==> config.mk <==
export PLATFORM = sky130hd
export DESIGN_NAME = pbus_bridge
export DESIGN_NICKNAME = d
export VERILOG_FILES = /design/src/rtl/pbb_pkg.sv /design/src/rtl/pbb_regs.sv /design/src/rtl/pbb_seq.sv /design/src/rtl/pbus_bridge.sv
export SDC_FILE = /design/constraint.sdc
export NUM_CORES = 1
export LEC_CHECK = 0
export ABC_AREA = 1
export CORE_MARGIN = 5
export CORE_UTILIZATION = 55
export DETAILED_ROUTE_END_ITERATION = 6
export GPL_ROUTABILITY_DRIVEN = 0
export PLACE_DENSITY = 0.89
export SLEW_MARGIN = 20
export SYNTH_ARGS = -nofsm -noshare
export SYNTH_HDL_FRONTEND = slang
export SYNTH_HIERARCHICAL = 1
export SYNTH_SLANG_ARGS = --single-unit
export TNS_END_PERCENT = 50
==> constraint.sdc <==
create_clock -name clk -period 2.2 [get_ports clk]
set_input_delay 0.44 -clock clk [delete_from_list [all_inputs] [get_ports clk]]
set_output_delay 0.44 -clock clk [all_outputs]
set_load 0.02 [all_outputs]
==> src/rtl/pbb_pkg.sv <==
package pbb_pkg;
  localparam int REG_W  = 32;
  localparam int ADDR_W = 3;

  typedef enum logic [ADDR_W-1:0] {
    A_WDATA = 3'd0,
    A_WTRIG = 3'd1,
    A_RDATA = 3'd2,
    A_RTRIG = 3'd3,
    A_STAT  = 3'd4,
    A_TIME  = 3'd5
  } reg_addr_e;

  typedef enum logic [1:0] {
    PH_IDLE,
    PH_SETUP,
    PH_PULSE,
    PH_HOLD
  } phase_e;

  localparam int BIT_CMD  = 28;
  localparam int BIT_DAT  = 24;
  localparam int BIT_GO   = 0;
  localparam int BIT_SEL  = 1;
  localparam int BIT_BUSY = 1;
  localparam int BIT_ERR  = 0;

  // A zero-length phase still takes one clock.
  function automatic int unsigned phase_len(input int unsigned field);
    return (field == 0) ? 1 : field;
  endfunction

  // Counter preload for a phase of the given programmed length.
  function automatic int unsigned phase_load(input int unsigned field);
    return phase_len(field) - 1;
  endfunction
endpackage

==> src/rtl/pbb_regs.sv <==
module pbb_regs
  import pbb_pkg::*;
#(
  parameter int DW = 18,
  parameter int TW = 8,
  parameter logic [TW-1:0] RST_SETUP = 1,
  parameter logic [TW-1:0] RST_PULSE = 2,
  parameter logic [TW-1:0] RST_HOLD  = 1
) (
  input  logic              clk,
  input  logic              rst_n,
  input  logic              we,
  input  logic [ADDR_W-1:0] addr,
  input  logic [REG_W-1:0]  wdata,
  output logic [REG_W-1:0]  rdata,
  input  logic              busy,
  input  logic              rd_done,
  input  logic [DW-1:0]     rd_value,
  output logic              go,
  output logic              go_read,
  output logic              go_sub,
  output logic              go_rs,
  output logic [DW-1:0]     go_word,
  output logic [TW-1:0]     t_setup,
  output logic [TW-1:0]     t_pulse,
  output logic [TW-1:0]     t_hold,
  output logic              reject,
  output logic              err
);
  logic [REG_W-1:0] wword_q;
  logic [DW-1:0]    rd_q;
  logic             armed_q;
  logic             hit_wdata, hit_wtrig, hit_rdata, hit_rtrig, hit_stat, hit_time;
  logic             trig_w, trig_r, acc_w, acc_r;

  always_comb begin
    hit_wdata = we && (addr == A_WDATA);
    hit_wtrig = we && (addr == A_WTRIG);
    hit_rdata = we && (addr == A_RDATA);
    hit_rtrig = we && (addr == A_RTRIG);
    hit_stat  = we && (addr == A_STAT);
    hit_time  = we && (addr == A_TIME);
    trig_w    = hit_wtrig && wdata[BIT_GO];
    trig_r    = hit_rtrig && wdata[BIT_GO];
    reject    = (trig_w || trig_r) && busy;
    acc_w     = trig_w && !busy && wword_q[BIT_CMD];
    acc_r     = trig_r && !busy && armed_q;
    go        = acc_w || acc_r;
    go_read   = acc_r;
    go_sub    = wdata[BIT_SEL];
    go_rs     = acc_r || wword_q[BIT_DAT];
    go_word   = wword_q[DW-1:0];
  end

  always_ff @(posedge clk or negedge rst_n) begin
    if (!rst_n) begin
      wword_q <= '0;
      rd_q    <= '0;
      armed_q <= 1'b0;
      err     <= 1'b0;
      t_setup <= RST_SETUP;
      t_pulse <= RST_PULSE;
      t_hold  <= RST_HOLD;
    end else begin
      if (hit_wdata) wword_q <= wdata;
      if (hit_time) begin
        t_setup <= wdata[TW-1:0];
        t_pulse <= wdata[2*TW-1:TW];
        t_hold  <= wdata[3*TW-1:2*TW];
      end
      if (hit_rdata)    armed_q <= wdata[BIT_DAT];
      else if (rd_done) armed_q <= 1'b0;
      if (rd_done) rd_q <= rd_value;
      // A rejected trigger wins over a clear in the same cycle.
      if (reject)                          err <= 1'b1;
      else if (hit_stat && wdata[BIT_ERR]) err <= 1'b0;
    end
  end

  always_comb begin
    rdata = '0;
    case (addr)
      A_WDATA: rdata = wword_q;
      A_RDATA: rdata = REG_W'(rd_q);
      A_STAT: begin
        rdata[BIT_BUSY] = busy;
        rdata[BIT_ERR]  = err;
      end
      A_TIME:  rdata = REG_W'({t_hold, t_pulse, t_setup});
      default: rdata = '0;
    endcase
  end
endmodule

==> src/rtl/pbb_seq.sv <==
module pbb_seq
  import pbb_pkg::*;
#(
  parameter int DW     = 18,
  parameter int TW     = 8,
  parameter int NPANEL = 2
) (
  input  logic              clk,
  input  logic              rst_n,
  input  logic              go,
  input  logic              go_read,
  input  logic              go_sub,
  input  logic              go_rs,
  input  logic [DW-1:0]     go_word,
  input  logic [TW-1:0]     t_setup,
  input  logic [TW-1:0]     t_pulse,
  input  logic [TW-1:0]     t_hold,
  input  logic [DW-1:0]     bus_din,
  output logic              busy,
  output logic              rd_done,
  output logic [DW-1:0]     rd_value,
  output logic [NPANEL-1:0] cs_n,
  output logic              rs,
  output logic              wr_n,
  output logic              rd_n,
  output logic [DW-1:0]     dout,
  output logic              oe
);
  localparam int SW = (NPANEL > 1) ? $clog2(NPANEL) : 1;

  phase_e          ph_q;
  logic [TW-1:0]   cnt_q, tp_q, th_q;
  logic [SW-1:0]   sel_q;
  logic            read_q, last;
  logic [DW-1:0]   word_q, cap_q;

  assign last = (cnt_q == '0);

  always_ff @(posedge clk or negedge rst_n) begin
    if (!rst_n) begin
      ph_q   <= PH_IDLE;
      cnt_q  <= '0;
      tp_q   <= '0;
      th_q   <= '0;
      sel_q  <= '0;
      rs     <= 1'b0;
      read_q <= 1'b0;
      word_q <= '0;
      cap_q  <= '0;
    end else begin
      case (ph_q)
        PH_IDLE: if (go) begin
          ph_q   <= PH_SETUP;
          cnt_q  <= TW'(phase_load(32'(t_setup)));
          tp_q   <= t_pulse;
          th_q   <= t_hold;
          sel_q  <= SW'(go_sub);
          rs     <= go_rs;
          read_q <= go_read;
          word_q <= go_word;
        end
        PH_SETUP: if (last) begin
          ph_q  <= PH_PULSE;
          cnt_q <= TW'(phase_load(32'(tp_q)));
        end else cnt_q <= cnt_q - 1'b1;
        PH_PULSE: if (last) begin
          ph_q  <= PH_HOLD;
          cnt_q <= TW'(phase_load(32'(th_q)));
          if (read_q) cap_q <= bus_din;
        end else cnt_q <= cnt_q - 1'b1;
        PH_HOLD: if (last) ph_q <= PH_IDLE;
                 else      cnt_q <= cnt_q - 1'b1;
        default: ph_q <= PH_IDLE;
      endcase
    end
  end

  assign busy     = (ph_q != PH_IDLE);
  assign rd_done  = (ph_q == PH_HOLD) && last && read_q;
  assign rd_value = cap_q;
  assign wr_n     = !((ph_q == PH_PULSE) && !read_q);
  assign rd_n     = !((ph_q == PH_PULSE) && read_q);
  assign oe       = busy && !read_q;
  assign dout     = oe ? word_q : '0;

  for (genvar i = 0; i < NPANEL; i++) begin : g_cs
    assign cs_n[i] = !(busy && (sel_q == SW'(i)));
  end
endmodule

==> src/rtl/pbus_bridge.sv <==
module pbus_bridge
  import pbb_pkg::*;
#(
  parameter int DW = 18,
  parameter int TW = 8
) (
  input  logic              clk,
  input  logic              rst_n,
  input  logic              reg_we,
  input  logic [ADDR_W-1:0] reg_addr,
  input  logic [REG_W-1:0]  reg_wdata,
  output logic [REG_W-1:0]  reg_rdata,
  output logic [1:0]        pnl_cs_n,
  output logic              pnl_rs,
  output logic              pnl_wr_n,
  output logic              pnl_rd_n,
  output logic [DW-1:0]     pnl_dout,
  output logic              pnl_oe,
  input  logic [DW-1:0]     pnl_din
);
  logic          busy_w, rd_done_w, go_w, go_read_w, go_sub_w, go_rs_w;
  logic          reject_w, err_w;
  logic [DW-1:0] go_word_w, rd_value_w;
  logic [TW-1:0] t_setup_w, t_pulse_w, t_hold_w;

  pbb_regs #(.DW(DW), .TW(TW)) u_regs (
    .clk(clk), .rst_n(rst_n), .we(reg_we), .addr(reg_addr),
    .wdata(reg_wdata), .rdata(reg_rdata), .busy(busy_w),
    .rd_done(rd_done_w), .rd_value(rd_value_w), .go(go_w),
    .go_read(go_read_w), .go_sub(go_sub_w), .go_rs(go_rs_w),
    .go_word(go_word_w), .t_setup(t_setup_w), .t_pulse(t_pulse_w),
    .t_hold(t_hold_w), .reject(reject_w), .err(err_w)
  );

  pbb_seq #(.DW(DW), .TW(TW), .NPANEL(2)) u_seq (
    .clk(clk), .rst_n(rst_n), .go(go_w), .go_read(go_read_w),
    .go_sub(go_sub_w), .go_rs(go_rs_w), .go_word(go_word_w),
    .t_setup(t_setup_w), .t_pulse(t_pulse_w), .t_hold(t_hold_w),
    .bus_din(pnl_din), .busy(busy_w), .rd_done(rd_done_w),
    .rd_value(rd_value_w), .cs_n(pnl_cs_n), .rs(pnl_rs),
    .wr_n(pnl_wr_n), .rd_n(pnl_rd_n), .dout(pnl_dout), .oe(pnl_oe)
  );
endmodule

==> summary.txt, run 1 <==
VDD IR max - 0.000640 V
Hpwl dp - 14,700 um
Drt total wl - 21,900 um
Area grow syn2layout - 27.9%
H-tree depth - 4
WP data required - 1760 ps
R2R Path End - u_seq/cnt_q[4]$_DFFE_PN0P_
Dominant cell type by area after synthesis - dfrtp_1
Worst-case clock buffer depth - 2
Failing checks - negative hold slack
# hold bufs at CTS - 0
Post-layout nets - 1,150
Final setup skew - 5.19 ps
Worst-path clk slew - 60 ps
DRC - 0
Post-synth top cells - nand2_1, dfrtp_1, inv_1
Lkg Pwr - 5.00 nW
Crit path time final - 2170 ps
First-pass GRT wire length - 34,900 um
R2r startpoint - u_seq/tp_q[5]$_DFFE_PN0P_
Hold slack - -16.1 ps
Endpoints failing hold - 19
Yosys top cell area share - 46.8%
CTS buffer count - 17
Clk sinks - 141
Worst Slack Setup Final - 31.5 ps
Filler cells - 963
Worst-path fanout max - 5
Total gr overflow - 0
Flop2flop setup slack - 100 ps
Synth unique cells - 39
Setup violations, final - 0
Relative slew margins - 62.1%
Routed wire per std cell - 17.2 um
Max-Cap Viols - 0
Worst EP arrival - 1730 ps
Mapped Area - 7370 um2
Synth Flop Type - dfrtp_1
DR vias - 7,084
Vias/cell - 5.56
Synth top area cells - dfrtp_1, nand2_1, nand3_1
Antenna viol nets, final - 0
Layout cell share with drive strength beyond 1 - 17.9%
Outcome - finished with violations
ANT cells - 0
RSZ-0062 raised after global routing - yes
Pin count of the biggest net entering global routing - 61
R2R depth - 15
Final Max Tran Viols - 0
Async SR Flop Fraction - 100%
DRT iter0 DRCs - 786
Seq/Total Area, Yosys - 47.9%
Synth Area per Inst - 7.73 um2
Critical Path Source - reg_addr[2]
Setup WS pre-CTS - -534 ps
Final worst-path cycle share - 98.6%
#FFs+latches synth - 141
YS warnings - 6
Die area - 15,800 um2
EDFF count, synth - 0
Core box area - 13,200 um2
Pwr dens - 736 nW/um2
Ports - 112
Clk_lat worst skew - 420 ps
Transition time at the pin with the least slew margin - 569 ps
Die W - 126 um
Syn Inst Count - 954
Die Height - 126 um
Buffers added on ports - 111
Root buf cell - clkbuf_16
Worst Hold Class - in -> async
CP endpoint kind - output port
Crit start category - input pin
Critical path class - in -> out
Initial antenna violation count - 0
Syn nets - 1,019
Gr usage total - 27.7%
Fmax - 0.461 GHz
Number of global-route vias before repair - 7,089
CTS tree - yes
Detailed Routing Iterations Pass 1 - 6
Final Core Density - 71.5%
Row count - 42
Starting density of the core - 55.9%
Most common cell in the synthesized netlist - nand2_1
[layout make-up]
class,count,area (um2),share of cell area [%]
Clock inverter,10,160,1.70
Sequential cell,141,3530,37.5
Timing Repair Buffer,168,1460,15.5
Clock buffer,22,484,5.13
Tap cell,176,220,2.34
Inverter,130,494,5.24
Multi-Input combinational cell,627,3080,32.7
[where the power goes]
part           internal [mW]  switching, mW
Clock                   2.01           1.09
Sequential              2.82          0.215
Combinational          0.337          0.463
Total                   5.17           1.77
[through the flow]
step | total power, mW | TNS [ps] | cell area (um2) | instances
2_1_floorplan | 3.50 | 0 | 7380 | 954
3_3_place_gp | 3.82 | -17710 | 8820 | 1234
3_5_place_dp | 3.85 | -18870 | 8820 | 1234
4_1_cts | 6.94 | -40.1 | 9320 | 1269
5_1_grt | 7.20 | -80.7 | 9430 | 1274
6_report | 6.94 | 0 | 9430 | 1274
[cell usage in the layout (no fill, tap or decap), types with 4 or more instances in the layout]
cell / Yosys / routed
nand2_1: 316 / 311
dfrtp_1: 138 / 138
inv_1: 122 / 119
nand3_1: 93 / 92
clkdlybuf4s50_1: 0 / 52
o21ai_0: 52 / 52
buf_4: 21 / 51
nor2_1: 54 / 49
buf_2: 14 / 39
o21ai_1: 32 / 32
clkbuf_16: 0 / 19
a21oi_1: 13 / 13
nand4_1: 10 / 10
mux2_4: 10 / 10
mux2_2: 8 / 8
buf_12: 0 / 7
ha_1: 9 / 7
dlygate4sd2_1: 0 / 6
clkdlybuf4s15_2: 0 / 6
inv_2: 3 / 6
nor2_2: 2 / 5
nand2_2: 1 / 5
bufinv_16: 0 / 4
clkbuf_8: 0 / 4
clkinvlp_4: 0 / 4
nor3_1: 5 / 4
[cells by family after synthesis]
kind of cell             after synthesis  synth area share, %
AND/OR/NAND/NOR                      492                 28.3
adder cells (fa/ha/maj)                9                 1.53
multiplexers                          18                 3.26
AO/OA/AOI/OAI                        104                 7.21
buffers and inverters                186                 11.3
flip-flops                           141                 47.9
XOR/XNOR                               4                0.475
[state kept, by name (all words and copies together), names as in the netlist, 8 cells and up]
signal / cells
u_regs/t_hold: 8
u_regs/wword_q: 32
u_seq/word_q: 18
u_seq/th_q: 8
u_regs/t_setup: 8
u_regs/rd_q: 18
u_seq/cnt_q: 8
u_regs/t_pulse: 8
u_seq/tp_q: 8
u_seq/rd_value: 18
[worst max-delay path, cell delays in order]
cell and delay, ps:
dlygate4sd2_1 390, inv_1 170, nor2_8 200, clkbuf_16 180, nand2_1 70, nand3_1 100, buf_2 170
[how the worst max path moves through the flow]
| stage | depth (start not counted) | slack, ps | endpoint |
|---|---|---|---|
| after floorplan | 6 | 80 | pnl_dout[10] |
| after global placement | 7 | -480 | reg_rdata[11] |
| after detailed placement | 7 | -530 | reg_rdata[12] |
| after CTS | 8 | -40 | reg_rdata[0] |
| after global routing | 15 | -40 | u_seq/cnt_q[4]$_DFFE_PN0P_ |
| final | 7 | 30 | reg_rdata[16] |
[layer usage]
metal	track usage, %	share of wire, %
met5	0	0
met4	16.1	5.5
met3	7.71	9.4
met2	45.4	48
met1	32.6	37
[timing repair]
item / in CTS / in global routing
resized for setup: 216 / 21
setup buffers: 2 / 3
gates cloned: 1 / 2
pin swaps: 2 / 1
setup endpoints to repair: 55 / 50
(Power assumes the default switching activity.)
==> inputs of run 2 (changes only) <==
Settings changed: CAP_MARGIN from default to 20, SKIP_CTS_REPAIR_TIMING from default to 1.
==> run 2 against run 1 <==
  * Non-clock buffer count unchanged
  * Core utilization up 1.7 points
  * Largest power group unchanged
  * Critical path depth up 3
  * The run still ends with negative hold slack left
  * Sequential power about the same
  * Critical endpoint is now reg_rdata[8]
  * First-iteration DRC count down 4.6%
  * Via count up 0.73%
  * Die area unchanged
  * Maximum frequency down 0.42%
  * Cell count unchanged
  * Flip-flop and latch count unchanged
  * Total power up 0.45%
==> summary.txt, run 2 (synthesis gave the netlist of run 1 again) <==
Biggest register - u_regs/wword_q
Worst-path fanout max - 6
R2R Path End - u_seq/cnt_q[4]$_DFFE_PN0P_
Pwr Total - 6.97 mW
Gr usage total - 27.3%
Number of global-route vias before repair - 7,060
Drt total wl - 22,000 um
Routed wire per std cell - 17.2 um
Most common cell after layout, fill and taps aside - nand2_1
Final setup skew - 6.14 ps
WP data required - 1760 ps
R2R depth - 15
First-pass GRT wire length - 34,500 um
Core box area - 13,200 um2
Worst-case clock buffer depth - 2
DRT iter0 DRCs - 750
Worst Hold Class - in -> async
Row count - 42
Die Height - 126 um
Total gr overflow - 0
Antenna viol nets, final - 0
Endpoints failing hold - 26
Buf/Inv on CP - 6
Crit start category - input pin
CTS tree - yes
Crit path time final - 2180 ps
Pwr dens - 721 nW/um2
Transition time at the pin with the least slew margin - 566 ps
Worst-path clk slew - 60 ps
Largest register FFs - 32
Most frequent CP cell - buf_4
CTS buffer count - 17
Clk pwr share - 44.7%
Comb pwr share - 11.7%
CP endpoint kind - output port
Pin count of the biggest net entering global routing - 61
NetSw - 1.78 mW
Sw Share - 25.5%
Design Area, Final - 9660 um2
Post-layout nets - 1,150
Lkg Pwr - 5.57 nW
Detailed Routing Iterations Pass 1 - 6
Filler cells - 905
Clk_lat worst skew - 430 ps
Max-Cap Viols - 0
Critical-path cell list - dlymetal6s2s_1 > inv_2 > buf_4 > nand2_2 > nor2_8 > clkbuf_16 > buf_4 > nand2_1 > nand3_2 > buf_6
Root buf cell - clkbuf_16
Area after DPL - 8820 um2
Clk sinks - 141
Buffers added on ports - 111
ANT cells - 0
Critical path class - in -> out
Final setup TNS - 0 ps
VDD IR max - 0.000621 V
Vias/cell - 5.60
Hpwl dp - 14,700 um
Outcome - finished with violations
Relative slew margins - 62.2%
Slowest cell on crit path - nor2_8
Layout cell share with drive strength beyond 1 - 14.7%
Starting density of the core - 55.9%
Final Max Tran Viols - 0
Worst EP arrival - 1740 ps
Crit-path max cell delay - 190 ps
Ports - 112
Fmax - 0.459 GHz
H-tree depth - 4
Die W - 126 um
Initial antenna violation count - 0
Setup violations, final - 0
Die area - 15,800 um2
Seq pwr share - 43.6%
Hold slack - -16.0 ps
Failing checks - negative hold slack
DRC - 0
Flop2flop setup slack - 90 ps
RSZ-0062 raised after global routing - yes
DR vias - 7,136
CP top delay family - buffers and inverters
Internal power - 5.19 mW
Final worst-path cycle share - 99.0%
Area grow syn2layout - 31.0%
R2r startpoint - u_seq/tp_q[5]$_DFFE_PN0P_
Most frequent cells in the layout - nand2_1, dfrtp_1, inv_1
## run 2: final cells by class
| type | instances | area [um2] | share of cell area, % |
|---|---|---|---|
| sequential | 141 | 3530 | 36.6 |
| multi-input combinational | 627 | 3070 | 31.7 |
| timing repair buffer | 168 | 1700 | 17.6 |
| inverter | 130 | 495 | 5.13 |
| clock buffer | 22 | 484 | 5.01 |
| tap | 176 | 220 | 2.28 |
| clock inverter | 10 | 160 | 1.66 |
## run 2: power by group through the flow
stage / clock [mW] / sequential [mW] / combinational (mW)
5_1_grt: 3.25 / 3.06 / 0.902
3_3_place_gp: 0 / 3.06 / 0.756
6_report: 3.11 / 3.04 / 0.819
4_1_cts: 3.13 / 3.03 / 0.806
3_5_place_dp: 0 / 3.06 / 0.788
2_1_floorplan: 0 / 2.99 / 0.516
## run 2: worst register-to-register path: cells and delay by family, from the launching register on
family / cells / cell delay [ps]
compound gates: 4 / 380
fa+ha+maj: 1 / 230
buf+inv: 3 / 260
flops: 1 / 390
simple gates: 7 / 750
## run 2: through the flow
step	setup slack, ps	instances	util [%]
after CTS	-576	1266	71.8
after global placement	-482	1234	66.9
after detailed placement	-534	1234	66.9
after floorplan	75.6	954	-
after global routing	-139	1274	73.2
final	22.3	1274	73.2
## run 2: worst max-delay path by stage
stage,slack (ps),endpoint,depth (start not counted),from
2_1_floorplan,80,pnl_dout[10],6,u_seq/ph_q[0]$_DFFE_PN0P_
3_3_place_gp,-480,reg_rdata[11],7,reg_addr[2]
3_5_place_dp,-530,reg_rdata[12],7,reg_addr[2]
4_1_cts,-580,pnl_dout[6],7,u_seq/ph_q[0]$_DFFE_PN0P_
5_1_grt,-140,u_seq/cnt_q[4]$_DFFE_PN0P_,15,u_seq/tp_q[3]$_DFFE_PN0P_
6_report,20,reg_rdata[8],10,reg_addr[1]
## run 2: routing by layer
layer,GRT usage [%],share of wire [%],vias up
met2,45.2,49,432
li1,-,-,3249
met4,15.3,5.3,0
met5,0,0,-
met1,32.6,37,3359
met3,6.86,8.9,96
==> inputs of run 3 (changes only) <==
Settings changed: ABC_AREA 1 to default, CORE_UTILIZATION 55 to 54, PLACE_DENSITY 0.89 to 0.88.
==> run 3 against run 2 <==
  * The run ends with negative setup slack left
  * Setup slack worse by 210 ps
  * Hold slack better by 490 ps
  * Final area down 0.71%
  * Maximum frequency decreased by 8.8%
  * Clock-buffer cell count decreased by 5
  * Register-to-register slack got worse by 200 ps
  * Via count down 19%
  * Sequential share of layout area up 0.28 points
  * Area after synthesis fell by 2.3%
  * Total power is 49% higher
  * Clock skew up 1.9 ps
  * Largest cell class unchanged
  * Largest power group is now combinational cells
  * Highest routed layer unchanged
==> summary.txt, run 3 <==
Synth Area per Inst - 12.1 um2
Largest register FFs - 32
Gr usage total - 25.6%
Fmax - 0.419 GHz
Antenna viol nets, final - 0
Buffers added on ports - 111
Worst-path fanout max - 4
ANT cells - 0
CTS tree - yes
Ports - 112
VDD IR max - 0.000672 V
Worst Hold Class - reg -> reg
CP endpoint kind - output port
H-tree depth - 4
Detailed Routing Iterations Pass 1 - 7
First-pass GRT wire length - 32,000 um
Clk sinks - 141
Drt total wl - 21,600 um
Non-Filler Instances - 932
Die area - 15,800 um2
Relative slew margins - 64.5%
Number of global-route vias before repair - 5,888
CTS buffer count - 17
Crit start category - flip-flop
Setup WS pre-CTS - -642 ps
Transition time at the pin with the least slew margin - 533 ps
Core box area - 13,100 um2
WP data required - 1760 ps
DR vias - 5,758
Placed cells - 889
Layout cell share with drive strength beyond 1 - 38.0%
Pwr dens - 1080 nW/um2
Starting density of the core - 54.8%
Final setup skew - 8.03 ps
Total gr overflow - 0
Final Max Tran Viols - 0
Worst-path clk slew - 60 ps
Mapped Area - 7200 um2
Die Height - 126 um
Slowest cell on crit path - dfrtp_1
Setup violations, final - 5
Area grow syn2layout - 33.1%
Die W - 126 um
Max-Cap Viols - 0
Final worst-path cycle share - 109%
Syn nets - 661
CP top delay family - flip-flops
Final setup TNS - -384 ps
Most common cell after layout, fill and taps aside - dfrtp_1
Outcome - finished with violations
Buf/Inv on CP - 3
Root buf cell - clkbuf_16
Critical path class - reg -> out
Hold slack - 477 ps
Post-layout nets - 808
Flop2flop setup slack - -110 ps
Routed wire per std cell - 23.1 um
Vias/cell - 6.18
Failing checks - negative setup slack
Pin count of the biggest net entering global routing - 41
Biggest register - u_regs/wword_q
Lkg Pwr - 4.93 nW
DRT iter0 DRCs - 748
Hpwl dp - 13,700 um
Initial antenna violation count - 1
Worst EP arrival - 1950 ps
Critical-path cell list - inv_2 > ha_4 > clkinv_2 > mux2_2 > a22oi_1 > o21ai_1 > clkbuf_2
Most frequent cells in the layout - dfrtp_1, mux2_2, buf_4
DRC - 0
Pwr Total - 10.4 mW
Endpoints failing hold - 0
Clk_lat worst skew - 430 ps
RSZ-0062 raised after global routing - yes
YS warnings - 6
Row count - 42
Worst-case clock buffer depth - 2
Crit-path max cell delay - 400 ps
Worst Slack Setup Final - -188 ps
Syn Inst Count - 596
Crit path time final - 2390 ps
run 3: final cells by class:
class | count | area (um2)
clock buffers | 17 | 425
clock inverters | 15 | 163
fillers | 762 | 3550
inverters | 12 | 46.3
multi-input cells | 390 | 3430
flip-flops and latches | 141 | 3530
well taps | 176 | 220
repair buffers | 181 | 1770
run 3: through the flow:
stage | utilization, % | cell area [um2]
floorplan | - | 7220
global placement | 66.1 | 8680
detailed placement | 66.1 | 8680
CTS | 70.5 | 9270
global route | 73.0 | 9590
finish | 73.0 | 9590
run 3: worst paths after layout:
path                                                   to                            from  depth (start not counted)
hold / removal             u_regs/wword_q[25]$_DFFE_PN0P_  u_regs/wword_q[25]$_DFFE_PN0P_                          1
max in group asynchronous     u_regs/rd_q[10]$_DFFE_PN0P_                           rst_n                          3
setup / recovery                             reg_rdata[1]       u_seq/ph_q[1]$_DFFE_PN0P_                          7
min in group asynchronous  u_regs/wword_q[23]$_DFFE_PN0P_                           rst_n                          2
hold reg to reg            u_regs/wword_q[25]$_DFFE_PN0P_  u_regs/wword_q[25]$_DFFE_PN0P_                          1
setup reg to reg               u_seq/cnt_q[6]$_DFFE_PN0P_       u_seq/tp_q[3]$_DFFE_PN0P_                          8
run 3: metal layers:
layer	vias to the layer above	GRT usage, %	wire length [um]
met4	0	11.4	957
met2	399	40.7	10400
met3	113	6.65	2060
met1	2809	33.2	8130
met5	-	0	0
li1	2437	-	-
run 3: report_power, final:
part           internal (mW)  leakage (nW)  switching (mW)  total, mW
sequential              3.06          1.79           0.515       3.58
clock                   1.69         0.291            1.18       2.87
combinational           1.90          2.85            2.05       3.95
